`config.mk`:
```
export PLATFORM = sky130hd
export DESIGN_NAME = harness_scan_seq
export DESIGN_NICKNAME = d
export VERILOG_FILES = /design/src/rtl/hss_pkg.sv /design/src/rtl/hss_addr_gen.sv /design/src/rtl/hss_settle_timer.sv /design/src/rtl/hss_row_ram.sv /design/src/rtl/harness_scan_seq.sv
export SDC_FILE = /design/constraint.sdc
export NUM_CORES = 1
export LEC_CHECK = 0
export BUFFER_PORTS_ARGS = -buffer_cell sky130_fd_sc_hd__buf_4
export CELL_PAD_IN_SITES_DETAIL_PLACEMENT = 1
export CELL_PAD_IN_SITES_GLOBAL_PLACEMENT = 1
export CORE_MARGIN = 4
export CORE_UTILIZATION = 45
export CTS_BUF_LIST = sky130_fd_sc_hd__clkbuf_8 sky130_fd_sc_hd__clkbuf_16
export CTS_CLUSTER_DIAMETER = 200
export DETAILED_ROUTE_END_ITERATION = 12
export PLACE_DENSITY = 0.81
export SLEW_MARGIN = 20
export SYNTH_ARGS = -nofsm -noshare
export SYNTH_HDL_FRONTEND = slang
export SYNTH_SLANG_ARGS = --single-unit
```
`constraint.sdc`:
```
create_clock -name clk -period 2.45 [get_ports clk]
set_input_delay 0.245 -clock clk [delete_from_list [all_inputs] [get_ports clk]]
set_output_delay 0.245 -clock clk [all_outputs]
set_load 0.02 [all_outputs]
```
`src/rtl/hss_pkg.sv`:
```
package hss_pkg;
  typedef enum logic [1:0] {
    S_IDLE = 2'd0,
    S_SCAN = 2'd1,
    S_CMP  = 2'd2
  } scan_state_e;
endpackage

```
`src/rtl/hss_addr_gen.sv`:
```
// Row-major point walker: B index inner, A index outer, pass bit on wrap.
module hss_addr_gen #(
  parameter int N_A = 16,
  parameter int N_B = 16,
  localparam int AW = $clog2(N_A),
  localparam int BW = $clog2(N_B)
) (
  input  logic          clk,
  input  logic          rst,
  input  logic          clear,
  input  logic          step,
  output logic [AW-1:0] a_idx,
  output logic [BW-1:0] b_idx,
  output logic          pass,
  output logic          last_col,
  output logic          last_point
);
  assign last_col   = (b_idx == BW'(N_B - 1));
  assign last_point = last_col && (a_idx == AW'(N_A - 1));

  always_ff @(posedge clk) begin
    if (rst || clear) begin
      a_idx <= '0;
      b_idx <= '0;
      pass  <= 1'b0;
    end else if (step) begin
      if (last_col) begin
        b_idx <= '0;
        if (a_idx == AW'(N_A - 1)) begin
          a_idx <= '0;
          pass  <= ~pass;
        end else begin
          a_idx <= a_idx + 1'b1;
        end
      end else begin
        b_idx <= b_idx + 1'b1;
      end
    end
  end
endmodule

```
`src/rtl/hss_settle_timer.sv`:
```
// Down-counter; expired while zero, reloaded on every point change.
module hss_settle_timer #(
  parameter int W = 8
) (
  input  logic         clk,
  input  logic         rst,
  input  logic         load,
  input  logic [W-1:0] load_val,
  output logic         expired
);
  logic [W-1:0] count;

  assign expired = (count == '0);

  always_ff @(posedge clk) begin
    if (rst) begin
      count <= '0;
    end else if (load) begin
      count <= load_val;
    end else if (!expired) begin
      count <= count - 1'b1;
    end
  end
endmodule

```
`src/rtl/hss_row_ram.sv`:
```
// Simple dual-port row store, registered read, no reset (RAM inferable).
module hss_row_ram #(
  parameter int DEPTH = 16,
  parameter int WIDTH = 16,
  localparam int AW = $clog2(DEPTH)
) (
  input  logic             clk,
  input  logic             we,
  input  logic [AW-1:0]    waddr,
  input  logic [WIDTH-1:0] wdata,
  input  logic [AW-1:0]    raddr,
  output logic [WIDTH-1:0] rdata
);
  logic [WIDTH-1:0] mem [DEPTH];

  always_ff @(posedge clk) begin
    if (we) mem[waddr] <= wdata;
    rdata <= mem[raddr];
  end
endmodule

```
`src/rtl/harness_scan_seq.sv`:
```
module harness_scan_seq
  import hss_pkg::*;
#(
  parameter int N_A = 16,
  parameter int N_B = 16,
  parameter int SETTLE_W = 8,
  localparam int AW = $clog2(N_A),
  localparam int BW = $clog2(N_B),
  localparam int CELLS = N_A * N_B
) (
  input  logic                clk,
  input  logic                rst,
  input  logic                start,
  input  logic [SETTLE_W-1:0] settle_cycles,
  input  logic                cont_in,
  output logic                busy,
  output logic                done,
  output logic                matrix_valid,
  output logic                unstable,
  output logic                drive_en,
  output logic [AW-1:0]       drive_sel,
  output logic                sense_en,
  output logic [BW-1:0]       sense_sel,
  output logic [CELLS-1:0]    matrix_out
);
  localparam int NPASS = 2;

  scan_state_e         state;
  logic [SETTLE_W-1:0] settle_q;
  logic [N_B-1:0]      row_acc;
  logic [N_B-1:0]      row_next;
  logic [AW-1:0]       cmp_addr;
  logic                cmp_issue;
  logic                rd_valid;
  logic [AW-1:0]       rd_row;
  logic                mismatch;
  logic                mismatch_n;
  logic                start_acc;
  logic                sample;
  logic                expired;
  logic                pass;
  logic                last_col;
  logic                last_point;
  logic [N_B-1:0]      rd_data [NPASS];

  assign start_acc = (state == S_IDLE) && start;
  assign sample    = (state == S_SCAN) && expired;

  hss_addr_gen #(.N_A(N_A), .N_B(N_B)) u_addr (
    .clk        (clk),
    .rst        (rst),
    .clear      (start_acc),
    .step       (sample),
    .a_idx      (drive_sel),
    .b_idx      (sense_sel),
    .pass       (pass),
    .last_col   (last_col),
    .last_point (last_point)
  );

  hss_settle_timer #(.W(SETTLE_W)) u_settle (
    .clk      (clk),
    .rst      (rst),
    .load     (start_acc || sample),
    .load_val (start_acc ? settle_cycles : settle_q),
    .expired  (expired)
  );

  // Row being assembled: previous points of this row plus the current read.
  always_comb begin
    row_next = row_acc;
    row_next[sense_sel] = cont_in;
  end

  // One row store per pass; a completed row is written in a single cycle.
  for (genvar g = 0; g < NPASS; g++) begin : g_pass_buf
    hss_row_ram #(.DEPTH(N_A), .WIDTH(N_B)) u_buf (
      .clk   (clk),
      .we    (sample && last_col && (pass == 1'(g))),
      .waddr (drive_sel),
      .wdata (row_next),
      .raddr (cmp_addr),
      .rdata (rd_data[g])
    );
  end

  assign mismatch_n = mismatch | (rd_data[0] != rd_data[1]);

  always_ff @(posedge clk) begin
    if (rst) begin
      state        <= S_IDLE;
      busy         <= 1'b0;
      done         <= 1'b0;
      matrix_valid <= 1'b0;
      unstable     <= 1'b0;
      drive_en     <= 1'b0;
      sense_en     <= 1'b0;
      settle_q     <= '0;
      row_acc      <= '0;
      cmp_addr     <= '0;
      cmp_issue    <= 1'b0;
      rd_valid     <= 1'b0;
      rd_row       <= '0;
      mismatch     <= 1'b0;
      matrix_out   <= '0;
    end else begin
      done         <= 1'b0;
      matrix_valid <= 1'b0;
      unstable     <= 1'b0;
      rd_valid     <= cmp_issue;
      rd_row       <= cmp_addr;
      case (state)
        S_IDLE: begin
          if (start) begin
            state      <= S_SCAN;
            busy       <= 1'b1;
            drive_en   <= 1'b1;
            sense_en   <= 1'b1;
            settle_q   <= settle_cycles;
            row_acc    <= '0;
            mismatch   <= 1'b0;
            matrix_out <= '0;
          end
        end
        S_SCAN: begin
          if (sample) begin
            row_acc <= last_col ? '0 : row_next;
            if (last_point && pass) begin
              state     <= S_CMP;
              drive_en  <= 1'b0;
              sense_en  <= 1'b0;
              cmp_addr  <= '0;
              cmp_issue <= 1'b1;
            end
          end
        end
        S_CMP: begin
          if (cmp_issue) begin
            if (cmp_addr == AW'(N_A - 1)) cmp_issue <= 1'b0;
            else cmp_addr <= cmp_addr + 1'b1;
          end
          if (rd_valid) begin
            matrix_out[int'(rd_row) * N_B +: N_B] <= rd_data[0];
            mismatch <= mismatch_n;
            if (rd_row == AW'(N_A - 1)) begin
              state        <= S_IDLE;
              busy         <= 1'b0;
              done         <= 1'b1;
              matrix_valid <= !mismatch_n;
              unstable     <= mismatch_n;
              if (mismatch_n) matrix_out <= '0;
            end
          end
        end
        default: state <= S_IDLE;
      endcase
    end
  end
endmodule

```
==> reports/results.ini <==
[place]
placed_cell_area_um2 = 36180
gp_congestion = 0.8495
portBuffers = 281
place_inst = 3148
place_hpwl_mm = 62.25
dp_slack_ns = -0.4810

[sta]
setup_ws_ns = -0.1551
hold_viol_final = 0
grt_setup_unrepaired = yes
drv_slew = 0
setup_viol = 259
post-route-period-util = 1.063
tns_ns = -29.83
fmax_mhz = 383.9
fin_crit_ns = 2.605
max-slew-margin-rel = 0.4247
skew_ns = 0.02568
tightest_slew_ns = 0.8629
whs_ns = 0.3903

[global_route]
grt_pass1_wl_mm = 147.4
antenna_found_initial = 3
grt_start_max_net_pins = 34
track_usage = 0.2666
gr-total-overflow = 0
grt_pass1_vias = 21290

[synth]
netlist_area_um2 = 31450
ys.flop_type = edfxtp_1
synth_edf_count = 512
synthDistinctLibCells = 56
synth_seq_area_share = 0.7098
ys_warn_count = 0
syn_inst = 1904
syn_area_per_cell_um2 = 16.52
syn-num-nets = 1929
ys_seq_elements = 859
async_reset_ff_frac = 0

[routing]
post_drt_wl_per_cell_um = 32.12
dr.first_iter.drc_count = 2085
ant_nets = 0
drt_wl_total_mm = 107.2
vias_per_cell = 6.203
vias = 20700
remaining_drc_errors = 0
first_pass_iters = 6

[hold_path]
hold_class = in2reg

[setup_path]
path_max_fanout = 16
critPathTopFamily = simple AND/OR/NAND/NOR gates
critical_path_class = reg2reg
start_kind = flop
cp_slowest_cell = or3_4
crit_path_cell_trace = inv_2 -> ha_4 -> nor3b_4 -> buf_6 -> nand3_4 -> or3_4 -> nor3_4 -> and2_2 -> buf_12
worst-path-buf-inv = 3
end_kind = flop
arrival_ns = 2.93
required_ns = 2.77
cpPeakStageDelay_ns = 0.49

[floorplanning]
core_um2 = 68950
ios = 282
initial_core_util = 0.4561
num_rows = 96
die_area_um2 = 74180
die_height_um = 272.4
die_w_um = 272.4

[outcome]
outcome = finished with violations
violations = setup timing

[pwr]
p_leak_nw = 14.01
power_mw = 28.94
powerDensity_nw_per_um2 = 726.5
peakVddDrop_v = 0.0005645

[finish]
final_cell_mix = 512 x edfxtp_1, 362 x buf_4, 338 x dfxtp_1, 160 x mux4_2, 113 x a22o_1
post-route-util = 0.5778
nNetsFinal = 2361
synthToLayoutAreaGrowth_pct = 26.68
fillers = 6306
fin_cells = 3337
drive_gt1_frac = 0.3552
final_common_cell = edfxtp_1
finalInstanceArea_um2 = 39840

[clock_tree]
clock_sinks = 859
clk_latency_ns = 0.63
cts_tree = done
numCtsBuffers = 82
cts_buffer_depth = 3
path_clk_slew_ns = 0.07
clockRootBuffer = clkbuf_16
cts_max_level = 3

[run]
cap_violations = 0

final timing paths:
check	start	endpoint	slack (ns)	cells after the start
worst min register to register	settle_q[7]	settle_q[7]	0.46	2
worst max-delay path	u_settle.count[1]	g_pass_buf[0].u_buf.mem[1][8]	-0.16	9
worst min-delay path	cont_in	row_acc[2]	0.39	5
worst max register to register	u_settle.count[1]	g_pass_buf[0].u_buf.mem[1][8]	-0.16	9
Yosys cell counts, drive strengths merged, types with 2 or more instances:
library cell  instances  share of area
edfxtp              512           0.49
dfxtp               347           0.22
mux4                160           0.11
a22o                113          0.031
nand2                83          0.010
nor2                 80         0.0097
o2bb2ai              78          0.022
clkbuf               67         0.0080
inv                  60         0.0072
o22ai                48         0.0095
a21oi                42         0.0069
buf                  41         0.0062
and2                 30         0.0060
nor2b                27         0.0054
nor3                 26         0.0053
a22oi                17         0.0041
nor3b                17         0.0041
xor2                 17         0.0047
mux2                 16         0.0057
nand3                15         0.0024
ha                   13         0.0052
and3                 11         0.0022
o21ai                11         0.0018
nand2b               10         0.0020
or3                   9         0.0018
xnor2                 7         0.0022
mux2i                 6         0.0019
a211oi                5         0.0015
a31oi                 4        0.00080
nand4                 4        0.00080
nor4                  4        0.00099
or2                   4        0.00080
or4                   4         0.0011
nand3b                3        0.00072
a211o                 2        0.00056
a31o                  2        0.00056
a32o                  2        0.00064
cell type report:
cell class / count / area (um2) / area share
sequential: 859 / 22350 / 0.5609
multi-input combinational: 877 / 8924 / 0.2240
tap: 931 / 1165 / 0.02924
timing repair buffer: 456 / 4479 / 0.1124
clock inverter: 54 / 377.9 / 0.009485
inverter: 60 / 225.2 / 0.005653
antenna: 2 / 5.005 / 0.0001256
clock buffer: 98 / 2317 / 0.05817
power breakdown:
part	switching, mW	total, mW	leakage, nW	internal, mW
registers	0.0393	15.2	7.55	15.2
logic	0.523	0.828	5.04	0.305
clock network	5.65	12.9	1.42	7.25
flip-flops by register name (all words and copies together) (netlist names), 2 cells and up:
register                flops
row_acc                    16
g_pass_buf.u_buf.mem      512
u_addr.b_idx                4
state                       2
cmp_addr                    4
rd_row                      4
g_pass_buf.u_buf.rdata     32
settle_q                    8
matrix_out                256
u_settle.count              8
u_addr.a_idx                4
metal layers:
| metal | vias up | track usage | wire length, um |
|---|---|---|---|
| li1 | 8308 | - | - |
| met1 | 10820 | 0.3289 | 37940 |
| met2 | 1281 | 0.4652 | 54590 |
| met3 | 288 | 0.05004 | 9089 |
| met4 | 4 | 0.1080 | 5550 |
| met5 | - | 0 | 31 |
what timing repair did:
| action | in CTS | in global routing |
|---|---|---|
| cloned | 0 | 11 |
| hold endpoints to repair | 15 | 0 |
| pin swaps | 4 | 15 |
| resized for setup | 31 | 81 |
| buffers inserted | 2 | 12 |
| endpoints found under the setup margin | 724 | 726 |
| hold buffers | 10 | 0 |
worst min-delay path: cells and delay by family:
family                 cells  cell delay [ns]
muxes                      1             0.20
buffers and inverters      1             0.20
and+or+nand+nor            2             0.27
AOI/OAI and AO/OA          1             0.07
kinds of logic after synthesis:
| logic type | synth area share |
|---|---|
| buf+inv | 0.02141 |
| compound gates | 0.08113 |
| fa+ha+maj | 0.005172 |
| flops | 0.7098 |
| xor+xnor | 0.006923 |
| simple gates | 0.05335 |
| mux | 0.1222 |
No activity file was read; power rests on OpenSTA's default activity.
